==> src/rtl/cfg_smb_pkg.sv <==
package cfg_smb_pkg;
  localparam int BYTE_W = 8;

  typedef enum logic [3:0] {
    S_IDLE,
    S_ADDR,
    S_ACK_ADDR,
    S_REG,
    S_ACK_REG,
    S_DATA,
    S_ACK_DATA,
    S_READ,
    S_READ_ACK,
    S_SKIP
  } smb_state_t;
endpackage

==> src/rtl/cfg_smb_filt.sv <==
module cfg_smb_filt #(
  parameter int FILT_LEN = 3
) (
  input  logic clk_i,
  input  logic rst_ni,
  input  logic raw_i,
  output logic clean_o
);
  localparam int CNT_W = (FILT_LEN > 1) ? $clog2(FILT_LEN) : 1;

  logic [1:0]       sync_q;
  logic [CNT_W-1:0] cnt_q;

  always_ff @(posedge clk_i or negedge rst_ni) begin
    if (!rst_ni) begin
      sync_q  <= 2'b11;
      cnt_q   <= '0;
      clean_o <= 1'b1;
    end else begin
      sync_q <= {sync_q[0], raw_i};
      if (sync_q[1] == clean_o) begin
        cnt_q <= '0;
      end else if (cnt_q == CNT_W'(FILT_LEN - 1)) begin
        clean_o <= sync_q[1];
        cnt_q   <= '0;
      end else begin
        cnt_q <= cnt_q + 1'b1;
      end
    end
  end

  AST_FILT_FOLLOWS: assert property (@(posedge clk_i) disable iff (!rst_ni)
    (clean_o != $past(clean_o)) |-> ($past(sync_q[1]) == clean_o));
endmodule

==> src/rtl/cfg_smb_cond.sv <==
module cfg_smb_cond #(
  parameter int T_BUF      = 64,
  parameter int T_HIGH_MAX = 512
) (
  input  logic clk_i,
  input  logic rst_ni,
  input  logic scl_i,
  input  logic sda_i,
  output logic start_o,
  output logic stop_o,
  output logic scl_rise_o,
  output logic scl_fall_o,
  output logic idle_o
);
  localparam int CNT_MAX = (T_HIGH_MAX > T_BUF) ? T_HIGH_MAX : T_BUF;
  localparam int CNT_W   = $clog2(CNT_MAX + 1);

  logic             scl_q, sda_q, stop_seen_q;
  logic [CNT_W-1:0] hi_cnt_q;

  assign start_o    = scl_i & scl_q & sda_q & ~sda_i;
  assign stop_o     = scl_i & scl_q & ~sda_q & sda_i;
  assign scl_rise_o = scl_i & ~scl_q;
  assign scl_fall_o = ~scl_i & scl_q;

  always_ff @(posedge clk_i or negedge rst_ni) begin
    if (!rst_ni) begin
      scl_q       <= 1'b1;
      sda_q       <= 1'b1;
      stop_seen_q <= 1'b0;
      hi_cnt_q    <= '0;
      idle_o      <= 1'b0;
    end else begin
      scl_q <= scl_i;
      sda_q <= sda_i;
      if (!(scl_i && sda_i))                hi_cnt_q <= '0;
      else if (hi_cnt_q != CNT_W'(CNT_MAX)) hi_cnt_q <= hi_cnt_q + 1'b1;
      if (start_o) begin
        stop_seen_q <= 1'b0;
        idle_o      <= 1'b0;
      end else begin
        if (stop_o) stop_seen_q <= 1'b1;
        if ((stop_seen_q && hi_cnt_q >= CNT_W'(T_BUF)) || hi_cnt_q >= CNT_W'(T_HIGH_MAX))
          idle_o <= 1'b1;
      end
    end
  end

  AST_IDLE_LINES_HIGH: assert property (@(posedge clk_i) disable iff (!rst_ni)
    $rose(idle_o) |-> ($past(scl_i) && $past(sda_i)));
  AST_START_CLEARS_IDLE: assert property (@(posedge clk_i) disable iff (!rst_ni)
    start_o |=> !idle_o);
endmodule

==> src/rtl/cfg_smbus_slave.sv <==
module cfg_smbus_slave
  import cfg_smb_pkg::*;
#(
  parameter int                  NUM_REGS   = 8,
  parameter int                  STRAP_W    = 4,
  parameter int                  FILT_LEN   = 3,
  parameter int                  T_BUF      = 64,
  parameter int                  T_HIGH_MAX = 512,
  parameter logic [6:0]          ADDR_BASE  = 7'h58,
  parameter logic [NUM_REGS-1:0] RO_MASK    = NUM_REGS'(1) << (NUM_REGS - 1),
  parameter logic [BYTE_W-1:0]   RO_VAL     = 8'h5A
) (
  input  logic                         clk_i,
  input  logic                         rst_ni,
  input  logic                         scl_i,
  input  logic                         sda_i,
  input  logic [STRAP_W-1:0]           strap_i,
  output logic                         sda_oe_o,
  output logic                         bus_idle_o,
  output logic [NUM_REGS*BYTE_W-1:0]   regs_o
);
  localparam int IDX_W = (NUM_REGS > 1) ? $clog2(NUM_REGS) : 1;

  logic [1:0] raw_lines, clean_lines;
  logic       scl_c, sda_c;
  logic       start, stop, scl_rise, scl_fall;

  assign raw_lines = {scl_i, sda_i};

  for (genvar l = 0; l < 2; l++) begin : g_filt
    cfg_smb_filt #(.FILT_LEN(FILT_LEN)) u_filt (
      .clk_i  (clk_i),
      .rst_ni (rst_ni),
      .raw_i  (raw_lines[l]),
      .clean_o(clean_lines[l])
    );
  end

  assign scl_c = clean_lines[1];
  assign sda_c = clean_lines[0];

  cfg_smb_cond #(.T_BUF(T_BUF), .T_HIGH_MAX(T_HIGH_MAX)) u_cond (
    .clk_i     (clk_i),
    .rst_ni    (rst_ni),
    .scl_i     (scl_c),
    .sda_i     (sda_c),
    .start_o   (start),
    .stop_o    (stop),
    .scl_rise_o(scl_rise),
    .scl_fall_o(scl_fall),
    .idle_o    (bus_idle_o)
  );

  smb_state_t        state_q;
  logic [3:0]        bit_cnt_q;
  logic [BYTE_W-1:0] shreg_q, tx_q, ptr_q;
  logic              rd_mode_q;
  logic [6:0]        dev_addr;
  logic              ptr_ok, byte_done, commit;
  logic [BYTE_W-1:0] rd_val;
  logic [BYTE_W-1:0] reg_val [NUM_REGS];
  logic [NUM_REGS-1:0] wr_en;

  assign dev_addr  = ADDR_BASE + 7'(strap_i);
  assign ptr_ok    = int'(ptr_q) < NUM_REGS;
  assign byte_done = scl_fall && bit_cnt_q == 4'd8;
  assign commit    = state_q == S_DATA && byte_done && !start && !stop && !bus_idle_o;
  assign rd_val    = ptr_ok ? reg_val[ptr_q[IDX_W-1:0]] : '0;

  always_comb begin
    wr_en = '0;
    if (commit && ptr_ok) wr_en[ptr_q[IDX_W-1:0]] = 1'b1;
  end

  for (genvar i = 0; i < NUM_REGS; i++) begin : g_reg
    if (RO_MASK[i]) begin : g_ro
      assign reg_val[i] = RO_VAL;
    end else begin : g_rw
      always_ff @(posedge clk_i or negedge rst_ni) begin
        if (!rst_ni)       reg_val[i] <= '0;
        else if (wr_en[i]) reg_val[i] <= shreg_q;
      end
      AST_COMMIT_ON_ACK: assert property (@(posedge clk_i) disable iff (!rst_ni)
        (reg_val[i] != $past(reg_val[i])) |-> ($past(state_q) == S_DATA));
    end
    assign regs_o[i*BYTE_W +: BYTE_W] = reg_val[i];
  end

  always_ff @(posedge clk_i or negedge rst_ni) begin
    if (!rst_ni) begin
      state_q   <= S_IDLE;
      bit_cnt_q <= '0;
      shreg_q   <= '0;
      tx_q      <= '0;
      ptr_q     <= '0;
      rd_mode_q <= 1'b0;
      sda_oe_o  <= 1'b0;
    end else if (start) begin
      state_q   <= S_ADDR;
      bit_cnt_q <= '0;
      sda_oe_o  <= 1'b0;
    end else if (stop || bus_idle_o) begin
      state_q  <= S_IDLE;
      sda_oe_o <= 1'b0;
    end else begin
      unique case (state_q)
        S_ADDR, S_REG, S_DATA: begin
          if (scl_rise) begin
            shreg_q   <= {shreg_q[BYTE_W-2:0], sda_c};
            bit_cnt_q <= bit_cnt_q + 1'b1;
          end else if (byte_done) begin
            bit_cnt_q <= '0;
            if (state_q == S_ADDR) begin
              if (shreg_q[7:1] == dev_addr) begin
                sda_oe_o  <= 1'b1;
                rd_mode_q <= shreg_q[0];
                state_q   <= S_ACK_ADDR;
              end else begin
                state_q <= S_SKIP;
              end
            end else if (state_q == S_REG) begin
              ptr_q    <= shreg_q;
              sda_oe_o <= 1'b1;
              state_q  <= S_ACK_REG;
            end else begin
              sda_oe_o <= 1'b1;
              state_q  <= S_ACK_DATA;
            end
          end
        end
        S_ACK_ADDR: if (scl_fall) begin
          if (rd_mode_q) begin
            sda_oe_o <= ~rd_val[7];
            tx_q     <= {rd_val[6:0], 1'b0};
            state_q  <= S_READ;
          end else begin
            sda_oe_o <= 1'b0;
            state_q  <= S_REG;
          end
        end
        S_ACK_REG: if (scl_fall) begin
          sda_oe_o <= 1'b0;
          state_q  <= S_DATA;
        end
        S_ACK_DATA: if (scl_fall) begin
          sda_oe_o <= 1'b0;
          state_q  <= S_SKIP;
        end
        S_READ: begin
          if (scl_rise) begin
            bit_cnt_q <= bit_cnt_q + 1'b1;
          end else if (byte_done) begin
            bit_cnt_q <= '0;
            sda_oe_o  <= 1'b0;
            state_q   <= S_READ_ACK;
          end else if (scl_fall) begin
            sda_oe_o <= ~tx_q[7];
            tx_q     <= {tx_q[6:0], 1'b0};
          end
        end
        S_READ_ACK: if (scl_fall) state_q <= S_SKIP;
        default: ;
      endcase
    end
  end

  AST_OE_SCL_LOW: assert property (@(posedge clk_i) disable iff (!rst_ni)
    (sda_oe_o != $past(sda_oe_o)) |-> !scl_c);
  AST_SKIP_QUIET: assert property (@(posedge clk_i) disable iff (!rst_ni)
    (state_q == S_SKIP) |-> !sda_oe_o);
  AST_IDLE_RELEASE: assert property (@(posedge clk_i) disable iff (!rst_ni)
    (bus_idle_o && !start) |=> (state_q == S_IDLE && !sda_oe_o));
  AST_START_ADDR: assert property (@(posedge clk_i) disable iff (!rst_ni)
    start |=> (state_q == S_ADDR));
endmodule

==> config.mk <==
export PLATFORM = sky130hd
export DESIGN_NAME = cfg_smbus_slave
export DESIGN_NICKNAME = d
export VERILOG_FILES = /design/src/rtl/cfg_smb_pkg.sv /design/src/rtl/cfg_smb_filt.sv /design/src/rtl/cfg_smb_cond.sv /design/src/rtl/cfg_smbus_slave.sv
export SDC_FILE = /design/constraint.sdc
export NUM_CORES = 1
export LEC_CHECK = 0
export BUFFER_PORTS_ARGS = -buffer_cell sky130_fd_sc_hd__clkbuf_2
export CORE_MARGIN = 3
export CORE_UTILIZATION = 62
export DETAILED_ROUTE_END_ITERATION = 10
export PLACE_DENSITY = 0.83
export RECOVER_POWER = 50
export SETUP_SLACK_MARGIN = 0.2
export SLEW_MARGIN = 20
export SYNTH_ARGS = -nofsm -noshare
export SYNTH_HDL_FRONTEND = slang
export SYNTH_SLANG_ARGS = --single-unit
==> constraint.sdc <==
create_clock -name clk_i -period 5.1 [get_ports clk_i]
set_clock_uncertainty 0.15 [all_clocks]
set_input_delay 0.255 -clock clk_i [delete_from_list [all_inputs] [get_ports clk_i]]
set_output_delay 0.255 -clock clk_i [all_outputs]
set_load 0.05 [all_outputs]
# Word-level counts from Yosys, hierarchy flattened

Cells that the tools add are included.
Widths: inputs -> output; s select.

Flip-flop bits (word level): 114
Latch bits: 0
Memory bits (writable): 0
Memory bits (read-only): 0
Input port bits: 8
Output and inout bits: 66
Logic and storage cells: 177
Memories: 0

Add/sub/neg operators: 5
$mul: 0
Div/mod/pow operators: 0
$lt $le $gt $ge: 6
Equal/unequal tests: 32
Shifts and indexed selects: 0
Mux-type cells: 55
Bitwise logic cells: 20
Reduce and logical (&&, ||, !) cells: 34

Operator list:

| cell                  | count |
|---|---|
| $mux 4                | 16 |
| $mux 8                | 8 |
| $bmux 8 s3            | 1 |
| $ne 4x4->1 const B    | 6 |
| $reduce_and 8->1      | 3 |
| $mux 10               | 2 |
| $pmux 4 s5            | 1 |
| $mux 1                | 17 |
| $eq 4x3->1 const B    | 4 |
| $pmux 8 s2            | 1 |
| $ne 2x2->1 const B    | 7 |
| $reduce_and 7->1      | 2 |
| $not 1->1             | 12 |
| $add 10x1->10 const B | 1 |
| $ge 10x10->1 const B  | 1 |
| $ge 10x7->1 const B   | 1 |
| $mux 2                | 5 |
| $ne 10x10->1 const B  | 1 |
| $ne 5x5->1 const B    | 2 |
| $logic_and 1x1->1     | 9 |
| $eq 4x2->1 const B    | 2 |
| $eq 4x4->1 const B    | 2 |
| $lt 8x4->1 const B    | 1 |
| $ne 4x1->1 const B    | 2 |
| 28 further kinds      | 45 |

# Logic depth before layout (Yosys ltp)

Gate-level depths: netlist (run 1).

Word-level depth: 11
Gate-level depth with buffers: 9
Gate-level depth less buffers: 8

# Hierarchy

From an unflattened synthesis (run 1), not the netlist that was laid out.

Cell total of the unflattened synthesis: 463
Area, all modules: 5561.6 um^2

Modules (own cells, without submodules):

| module          | instances | cells an instance | area each (um^2) | sequential area each (um^2) |
|---|---|---|---|---|
| cfg_smbus_slave | 1         | 370               | 4489.3           | 2227.1 |
| cfg_smb_cond    | 1         | 73                | 714.4            | 352.8 |
| cfg_smb_filt    | 2         | 10                | 178.9            | 128.9 |

# Worst setup path after synthesis (run 1)

No wires, ideal clock.

Path type: register -> register
From: register u_cond.idle_o
To: register reg_val (netlist bit regs_o[16])
Setup time: 125 ps
Data arrival time: 2393 ps
Required time: 4825 ps
Setup slack: 2432 ps
Cell stages (with the launch flop): 7
Buffers on the path: 1
Clock period less this slack: 2668 ps
Path through: dfrtp_1 buf_4 or4_4 nor4_4 nand2b_2 nor3b_4 mux2_2

Longest elaborated chain between the ends: 4

RTL lines:

| item                            | line                  | RTL |
|---|---|---|
| from (decl)                     | cfg_smb_cond.sv:13    | `output logic idle_o` |
| from (signal assigned)          | cfg_smb_cond.sv:32    | `idle_o <= 1'b0;` |
| from (signal assigned)          | cfg_smb_cond.sv:40    | `idle_o <= 1'b0;` |
| from (signal assigned)          | cfg_smb_cond.sv:44    | `idle_o <= 1'b1;` |
| $logic_not 1->1                 | cfg_smbus_slave.sv:67 | `assign commit = state_q == S_DATA && byte_done && !start && !stop && !bus_idle_o;` |
| $logic_and 1x1->1               | cfg_smbus_slave.sv:67 |  |
| $logic_and 1x1->1               | cfg_smbus_slave.sv:72 | `if (commit && ptr_ok) wr_en[ptr_q[IDX_W-1:0]] = 1'b1;` |
| $mux 7                          | cfg_smbus_slave.sv:72 |  |
| to (signal, indexed assignment) | cfg_smbus_slave.sv:81 | `else if (wr_en[i]) reg_val[i] <= shreg_q;` |
| to (decl)                       | cfg_smbus_slave.sv:61 | `logic [BYTE_W-1:0] reg_val [NUM_REGS];` |

No other way between the ends.
A chain may end at the register's enable or synchronous reset.

# Final worst setup path (run 1)

From: register u_cond.scl_q
To: register reg_val (netlist bit regs_o[20])

Longest elaborated chain between the ends: 9
Elaborated cells between the ends (all ways): 15
Classes of those cells: 1 x mux; 6 x bitwise; 8 x reduce/logical

RTL lines:

| item                              | line                                   | RTL |
|---|---|---|
| from (decl)                       | cfg_smb_cond.sv:18                     | `logic scl_q, sda_q, stop_seen_q;` |
| from (signal assigned)            | cfg_smb_cond.sv:34                     | `scl_q <= scl_i;` |
| $and 1x1->1                       | cfg_smb_cond.sv:21, cfg_smb_cond.sv:22 |  |
| $and 1x1->1 (2 in series)         | cfg_smb_cond.sv:21                     | `assign start_o = scl_i & scl_q & sda_q & ~sda_i;` |
| $logic_not 1->1                   | cfg_smbus_slave.sv:67                  |  |
| $logic_and 1x1->1                 | cfg_smbus_slave.sv:67                  |  |
| $logic_and 1x1->1 * (2 in series) | cfg_smbus_slave.sv:67                  |  |
| $logic_and 1x1->1 *               | cfg_smbus_slave.sv:72                  |  |
| $mux 7 *                          | cfg_smbus_slave.sv:72                  |  |

Mark *: on every way between the ends. The rest lies on a longest branch, timed or not.

==> flow_summary.toml, run 1 <==
[cts]
clkTransAtPathRegs_ps = 60
cts_tree = "yes"
ctsRootBufferMaster = "clkbuf_8"
cts_hold_buf = 3
ctsHtreeMaxLevel = 4
cts.repair.resized = 0
clk_latency_ps = 520
cts-buffers-inserted = 17
cts_buffer_depth = 2
postCtsSetupRepairBufs = 0
cts_num_sinks = 113

[synth]
ys_warn_count = 0
synth_top_area_cell = "dfrtp_1"
ys.flop_type = "dfrtp_1"
synth_common_cells = "dfrtp_1, mux2_2, nor2_1"
ys_types = 56
ys_ff_latch = 113
synthCells = 479
syn_area_um2 = 5560
synth.area.top_cells = "dfrtp_1, mux2_2, dfstp_2"
synth_edf_count = 0
synth_top_area_share_pct = 47.2
async_reset_ff_share_pct = 100
yosysSeqAreaShare_pct = 51.0
synth.most_common_cell = "dfrtp_1"
syn_avg_cell_area_um2 = 11.6

[die]
chipHeight_um = 101
die_w_um = 101
rows = 33
die_area_um2 = 10100
ios = 74
start_util_pct = 65.7
core-area_um2 = 8460

[cells_and_area]
drive_gt1_share_pct = 28.3
nNetsFinal = 554
fin_area_um2 = 6470
utilization_pct = 76.5
area_growth_pct = 16.4
fill_cells = 517
antenna_cells = 0

[timing]
fmax_mhz = 349
tns_ps = 0
finalSetupViolations = 0
layout_worst_path_cycle_share_pct = 56.2
slew_headroom_pct = 31.5
hold_slack_ps = 129
report.final.hold_viol_count = 0
period_needed_ps = 2870
tightest_slew_ps = 1020
rsz0062_at_grt = "false"
timing.final.max_slew_violations = 0

[global_routing]
grt_pass1_wl_um = 21600
grt_max_degree = 72
grt_pass1_vias = 4124
antenna_found_initial = 0
overflow = 0
grtUsageTotal_pct = 27.7

[drt]
routed_wl_um = 13200
drc = 0
avgRoutedWirePerCell_um = 19.9
drt_first_pass_iters = 5
via_per_inst = 6.30
drt-initial-drc-count = 356
num_vias = 4158
ant_nets = 0

[pwr]
finalPower_mw = 3.01
ir_drop_mv = 0.272
power_leakage_nw = 2.91
powerDensity_nw_per_um2 = 465

[job]
maxCapViolCount = 0

[setup_path]
cp-start-kind = "register"
critPathRequiredTime_ps = 5350
crit_arrival_ps = 3120
timing_worst_setup_path_type = "register to register"
critical_path.max_fanout = 8
end_kind = "register"

[min_path]
hp-class = "input pin to register"

[place]
globalplace.congestion = 0.845
dpl-instance-area_um2 = 5910
dp_hpwl_um = 8400
portBuffers = 65

[outcome]
status = "finished clean"
==> layer usage <==
metal | vias to the layer above | track usage (%) | part of all wire [%]
met5 | - | 0 | 0
met2 | 207 | 43.2 | 49
met1 | 2082 | 37.7 | 42
li1 | 1832 | - | -
met4 | 0 | 8.50 | 2.1
met3 | 37 | 8.24 | 7.4
==> layout by cell type (no fill, tap or decap), types with 5 or more instances in the layout <==
master | netlist | routed
dfrtp_1 | 105 | 105
mux2_2 | 86 | 86
clkbuf_1 | 18 | 53
nor2_1 | 39 | 39
nand2_1 | 25 | 25
a21oi_1 | 19 | 19
clkbuf_16 | 0 | 16
nor3_1 | 14 | 14
nand3_1 | 13 | 13
o21ai_0 | 12 | 12
clkbuf_2 | 0 | 12
xnor2_1 | 11 | 11
inv_1 | 11 | 11
conb_1 | 2 | 8
mux2i_1 | 7 | 7
nand2b_1 | 6 | 6
xor2_1 | 6 | 6
nor2b_1 | 6 | 6
dfstp_2 | 8 | 6
mux4_2 | 5 | 5
a22oi_1 | 5 | 5
==> layout make-up <==
cell class,count,area [um2],share of cell area [%]
multi-input cells,327,2550,39.3
repair buffers,70,308,4.75
clock buffers,20,445,6.88
well taps,105,131,2.03
inverters,13,48.8,0.754
flip-flops and latches,113,2840,43.8
clock inverters,12,156,2.42
==> report_power, final <==
group	internal (mW)	switching [mW]
clock	0.770	0.425
combinational	0.276	0.325
sequential	1.01	0.201
==> worst max-delay path, cell delays in order, from the launching register on <==
cell and delay (ps):
dfstp_2 590, inv_2 80, or4_4 570, nor4_4 280, nand2b_2 170, nor3b_4 480
mux2_2 420
==> logic make-up (layout without fill, tap and decap cells) <==
logic type	Yosys count	after routing	share of synthesized area (%)
adders and majority gates	4	4	0.900
xor gates and xnor gates	17	17	2.68
AOI/OAI and AO/OA	70	70	8.35
buffers and inverters	45	115	3.71
other	2	8	0.135
muxes	98	98	20.7
and+or+nand+nor	130	130	12.5
DFF	113	113	51.0
==> sequential cells by signal (all words and copies together), names as in the netlist, 4 cells and up <==
signal and flops:
bit_cnt_q 4, g_filt.u_filt.cnt_q 4, g_filt.u_filt.sync_q 4, ptr_q 8, regs_o 56, shreg_q 8
state_q 4, tx_q 7, u_cond.hi_cnt_q 10
==> worst paths after layout <==
kind                                              end  slack (ps)  cells after the start                        from
setup / recovery                           regs_o[20]        2230                      6                u_cond.scl_q
hold / removal                              rd_mode_q         130                      6                  strap_i[0]
setup reg to reg                           regs_o[20]        2230                      6                u_cond.scl_q
hold reg to reg            g_filt[0].u_filt.sync_q[1]         210                      0  g_filt[0].u_filt.sync_q[0]
max in group asynchronous                     tx_q[5]        3440                      3                      rst_ni
min in group asynchronous   g_filt[1].u_filt.cnt_q[0]         270                      2                      rst_ni
==> metrics by stage <==
stage                     setup slack (ps)  cells
after floorplan                       2430    485
final                                 2230    660
after global placement                2350    625
after global routing                  2090    660
after CTS                             2250    660
after detailed placement              2270    625
(Power assumes the default switching activity.)
==> run 2, diff against run 1 <==
- ABC_AREA: default -> 1
- CORE_UTILIZATION: 62 -> 58
- PLACE_DENSITY: 0.83 -> 0.78
- clock period: 5.1 -> 2.9 ns (I/O delays scaled with it)
==> flow_summary.toml, run 2 <==
[outcome]
status = "complete, but fails checks"
violations = "max-slew violations"

[place]
portBuffers = 65
globalplace.congestion = 0.910
dp_hpwl_um = 9610
dpl-instance-area_um2 = 5810

[global_routing]
grtUsageMet1_pct = 39.2
grtUsageTotal_pct = 28.5
grt_max_degree = 114
grt_pass1_vias = 4681
grt_pass1_wl_um = 23100
antenna_found_initial = 0
top_usage_layer = "met2"
grt_util_met2_pct = 44.2
grt_use_met3_pct = 8.12
overflow = 0

[setup_path]
critPathRequiredTime_ps = 3150
rr_startpoint = "g_filt[0].u_filt.clean_o"
cp-start-kind = "register"
crit_end = "tx_q[3]"
critPathLaunch = "g_filt[0].u_filt.clean_o"
r2r_setup_slack_ps = 410
timing_worst_setup_path_type = "register to register"
crit_arrival_ps = 2740
reg2reg_to = "tx_q[3]"
r2r_cells = 9
critical_path.max_fanout = 8
end_kind = "register"

[timing]
timing.final.max_slew_violations = 69
fmax_mhz = 402
tightest_slew_ps = 1510
layout_worst_path_cycle_share_pct = 85.7
finalSetupViolations = 0
period_needed_ps = 2490
slew_headroom_pct = -0.583
tns_ps = 0
hold_slack_ps = 96.5
rsz0062_at_grt = "false"
report.final.hold_viol_count = 0

[drt]
drt_first_pass_iters = 5
ant_nets = 0
avgRoutedWirePerCell_um = 15.9
drc = 0
drt-initial-drc-count = 378
routed_wl_um = 14000
num_vias = 4996
via_per_inst = 5.66

[pwr]
seq_power_share_pct = 36.2
ir_drop_mv = 0.594
p_switching_mw = 1.80
powerDensity_nw_per_um2 = 822
pwr-share-comb_pct = 24.1
finalPower_mw = 5.27
internal-power_mw = 3.47
switching_share_pct = 34.1
p_clk_share_pct = 39.8
power_leakage_nw = 3.14

[synth]
async_reset_ff_share_pct = 100
synth-compound-area-share_pct = 11.4
synth_simple_gate_area_share_pct = 26.6
synth_mux_area_share_pct = 0
synth_adder_area_share_pct = 0.914
syn_avg_cell_area_um2 = 7.92
ys_warn_count = 0
synth_common_cells = "nand2_1, dfrtp_1, o21ai_0"
synth_xor_area_share_pct = 0.960
ys_ff_latch = 113
synth_top_family_by_area = "simple AND/OR/NAND/NOR gates"
yosysSeqAreaShare_pct = 51.9
ys_types = 31
syn_area_um2 = 5470
synth_top_area_share_pct = 48.0
synthCells = 691
synth_top_area_cell = "dfrtp_1"
ys.flop_type = "dfrtp_1"
synth.area.top_cells = "dfrtp_1, nand2_1, o21ai_0"
synth_edf_count = 0
synth.most_common_cell = "nand2_1"

[cts]
cts-buffers-inserted = 17
clkTransAtPathRegs_ps = 60
cts_buffer_depth = 2
clk_latency_ps = 530
ctsRootBufferMaster = "clkbuf_8"
cts_tree = "yes"
cts.repair.resized = 0
cts_num_sinks = 113
ctsHtreeMaxLevel = 4
postCtsSetupRepairBufs = 0

[min_path]
hp-class = "input pin to register"

[cells_and_area]
fin_area_um2 = 6410
fill_cells = 724
antenna_cells = 0
largest_register_ffs = 56
final_common_cell = "nand2_1"
drive_gt1_share_pct = 13.0
nNetsFinal = 773
final_cell_mix = "nand2_1, dfrtp_1, o21ai_0, inv_1, nor2_1"
area_growth_pct = 17.1

[job]
maxCapViolCount = 0

[die]
start_util_pct = 61.3
ios = 74
die_w_um = 103
chipHeight_um = 103
core-area_um2 = 8930
die_area_um2 = 10600
rows = 34
run 2: cell types whose count changed in the layout (fill, tap and decap cells not counted), moves of 8 or more:
cell	change
xnor2_1	-8
nor2_1	+17
o21ai_0	+81
clkbuf_1	-43
clkbuf_2	+42
mux2_2	-86
nand3_1	+34
nand2_1	+196
inv_1	+58
run 2: power groups by stage:
stage	sequential, mW	clock (mW)	combinational, mW
6_report	1.90	2.09	1.27
5_1_grt	1.92	2.19	1.45
4_1_cts	1.91	2.11	1.28
3_5_place_dp	1.93	0	1.27
3_3_place_gp	1.92	0	1.23
2_1_floorplan	1.90	0	0.955
run 2: final cells by class:
| type | count | area, um2 | share of cell area [%] |
|---|---|---|---|
| inverter | 69 | 259 | 4.04 |
| clock buffer | 19 | 442 | 6.89 |
| tap | 108 | 135 | 2.11 |
| sequential | 113 | 2840 | 44.3 |
| multi-input combinational | 489 | 2200 | 34.4 |
| clock inverter | 13 | 161 | 2.52 |
| timing repair buffer | 71 | 368 | 5.74 |
run 2: what timing repair did:
| item | 4_1_cts | 5_1_grt |
|---|---|---|
| hold endpoints to repair | 115 | 0 |
| hold buffers | 3 | 0 |
| setup endpoints to repair | 0 | 0 |
run 2: metrics by stage:
step / setup slack, ps / cells / util [%]
floorplan: 906 / 697 / -
global placement: 661 / 847 / 65.0
detailed placement: 560 / 847 / 65.0
CTS: 524 / 882 / 72.1
global route: 167 / 882 / 71.7
finish: 413 / 882 / 71.7
run 2: layer usage:
layer  vias up  wire length [um]
li1       2353                 -
met1      2411              6130
met2       208              6640
met3        24              1040
met4         0               225
met5         -                 0
run 2: cells by family after synthesis:
kind of cell / Yosys count
AND/OR/NAND/NOR: 352
AO/OA/AOI/OAI: 119
flip-flops: 113
buffers and inverters: 95
XOR/XNOR: 6
adder cells (fa/ha/maj): 4
other: 2
run 2: how the worst min path moves through the flow:
stage                start                         end  slack [ps]  cells after the start
finish               scl_i  g_filt[1].u_filt.sync_q[0]         100                      2
global route         scl_i  g_filt[1].u_filt.sync_q[0]          90                      2
CTS                  sda_i  g_filt[0].u_filt.sync_q[0]          90                      2
detailed placement   scl_i  g_filt[1].u_filt.sync_q[0]          80                      1
global placement     scl_i  g_filt[1].u_filt.sync_q[0]          80                      1
floorplan           rst_ni                bit_cnt_q[0]        -300                      0
run 2: critical path: stages, from the launching register on:
cell and delay [ps]:
dfstp_1 620, nor2_1 80, nand2_1 220, nand3_1 170, inv_1 200, o21ai_0 120, nor2_1 410, inv_1 210
nand2_1 100, o21ai_0 80
==> run 3, diff against run 2 <==
- CORE_UTILIZATION: 58 -> 40
- PLACE_DENSITY: 0.78 -> 0.57
==> flow_summary.toml, run 3 (synthesis gave the netlist of run 2 again) <==
[outcome]
status = "finished clean"

[pwr]
finalPower_mw = 5.29
p_switching_mw = 1.77
ir_drop_mv = 0.378
pwr-share-comb_pct = 24.1
switching_share_pct = 33.4
power_leakage_nw = 3.11
internal-power_mw = 3.52
p_clk_share_pct = 40.1
powerDensity_nw_per_um2 = 817
seq_power_share_pct = 35.8

[cells_and_area]
largest_register_ffs = 56
final_common_cell = "nand2_1"
area_growth_pct = 18.4
antenna_cells = 0
fill_cells = 1327
final_cell_mix = "nand2_1, dfrtp_1, o21ai_0, inv_1, nor2_1"
nNetsFinal = 773
drive_gt1_share_pct = 11.5

[drt]
num_vias = 4802
avgRoutedWirePerCell_um = 15.3
via_per_inst = 5.05
routed_wl_um = 14600
drt_first_pass_iters = 5
drc = 0
ant_nets = 0
drt-initial-drc-count = 352

[place]
portBuffers = 65
dp_hpwl_um = 10300
globalplace.congestion = 0.819

[setup_path]
rr_startpoint = "g_filt[0].u_filt.clean_o"
r2r_setup_slack_ps = 440
cp-start-kind = "register"
crit_arrival_ps = 2600
reg2reg_to = "tx_q[7]"
timing_worst_setup_path_type = "register to register"
critPathRequiredTime_ps = 3030
r2r_cells = 9
end_kind = "register"
critical_path.max_fanout = 8

[cts]
postCtsSetupRepairBufs = 0
cts_tree = "yes"
clk_latency_ps = 410
clkTransAtPathRegs_ps = 50
cts_num_sinks = 113
cts-buffers-inserted = 17
ctsHtreeMaxLevel = 4
ctsRootBufferMaster = "clkbuf_16"
cts_buffer_depth = 2

[die]
ios = 74
start_util_pct = 41.2
chipHeight_um = 123
die_area_um2 = 15100
die_w_um = 123
core-area_um2 = 13300
rows = 42

[timing]
tightest_slew_ps = 1180
tns_ps = 0
finalSetupViolations = 0
rsz0062_at_grt = "false"
period_needed_ps = 2460
layout_worst_path_cycle_share_pct = 84.9
fmax_mhz = 406
report.final.hold_viol_count = 0
slew_headroom_pct = 21.7
timing.final.max_slew_violations = 0

[global_routing]
overflow = 0
grt_pass1_vias = 4507
antenna_found_initial = 0
grt_pass1_wl_um = 23500
grt_max_degree = 69
grtUsageTotal_pct = 20.4

[min_path]
hold_start = "g_filt[1].u_filt.sync_q[0]"
worst_hold_path.num_cells = 0
hp-class = "register to register"
hold-path-endpoint = "g_filt[1].u_filt.sync_q[1]"

[job]
maxCapViolCount = 0
[run 3: cell count changes in the layout (fill, tap and decap cells not counted), sizes merged]
cell / previous run / this run
clkbuf: 85 / 87
clkinvlp: 4 / 2
[run 3: power by group through the flow]
stage                     Combinational, mW  Sequential, mW  Clock, mW
final                                  1.28            1.89       2.12
after global routing                   1.47            1.92       2.23
after CTS                              1.30            1.90       2.16
after detailed placement               1.29            1.92          0
after global placement                 1.28            1.92          0
after floorplan                       0.955            1.90          0
[run 3: repair_timing]
action,4_1_cts,5_1_grt
endpoints found under the hold margin,47,0
hold buffers,3,0
resized for setup,0,0
[run 3: worst max path at each step]
| stage | startpoint | end | cells after the start |
|---|---|---|---|
| floorplan | g_filt[1].u_filt.clean_o | state_q[0] | 10 |
| global placement | g_filt[0].u_filt.clean_o | tx_q[7] | 9 |
| detailed placement | u_cond.scl_q | regs_o[11] | 7 |
| CTS | u_cond.scl_q | regs_o[32] | 7 |
| finish | g_filt[0].u_filt.clean_o | tx_q[7] | 9 |
| global route | g_filt[0].u_filt.clean_o | tx_q[7] | 8 |
[run 3: area by class of cell]
type	count	area, um2	share of cell area, %
Multi-Input combinational cell	489	2200	34.0
Sequential cell	113	2840	43.8
Inverter	69	259	4.00
Tap cell	176	220	3.40
Timing Repair Buffer	71	352	5.43
Clock buffer	21	470	7.26
Clock inverter	11	135	2.09
[run 3: metrics by stage]
step                      setup WS (ps)  cell area [um2]  instances  hold slack (ps)  util (%)
after global routing                176             6480        950              206      48.7
after CTS                           514             6530        950              170      49.1
after detailed placement            554             5890        915             50.2      44.3
after global placement              619             5890        915             45.8      44.3
final                               437             6480        950              203      48.7
after floorplan                     906             5500        697             -301         -
[run 3: per-layer routing]
metal | vias to the layer above | wire (um) | GRT usage, %
li1 | 2361 | - | -
met1 | 2286 | 6880 | 29.1
met2 | 131 | 6550 | 30.4
met3 | 24 | 895 | 4.89
met4 | 0 | 232 | 7.34
met5 | - | 0 | 0
[run 3: worst max-delay path, cell delays in order, from the launching register on]
cell and delay (ps):
dfstp_1 630, nor2_1 80, nand2_1 210, nand3_1 160, inv_1 200, o21ai_0 130, nor2_1 410, inv_1 200
nand2_1 90, o21ai_0 80
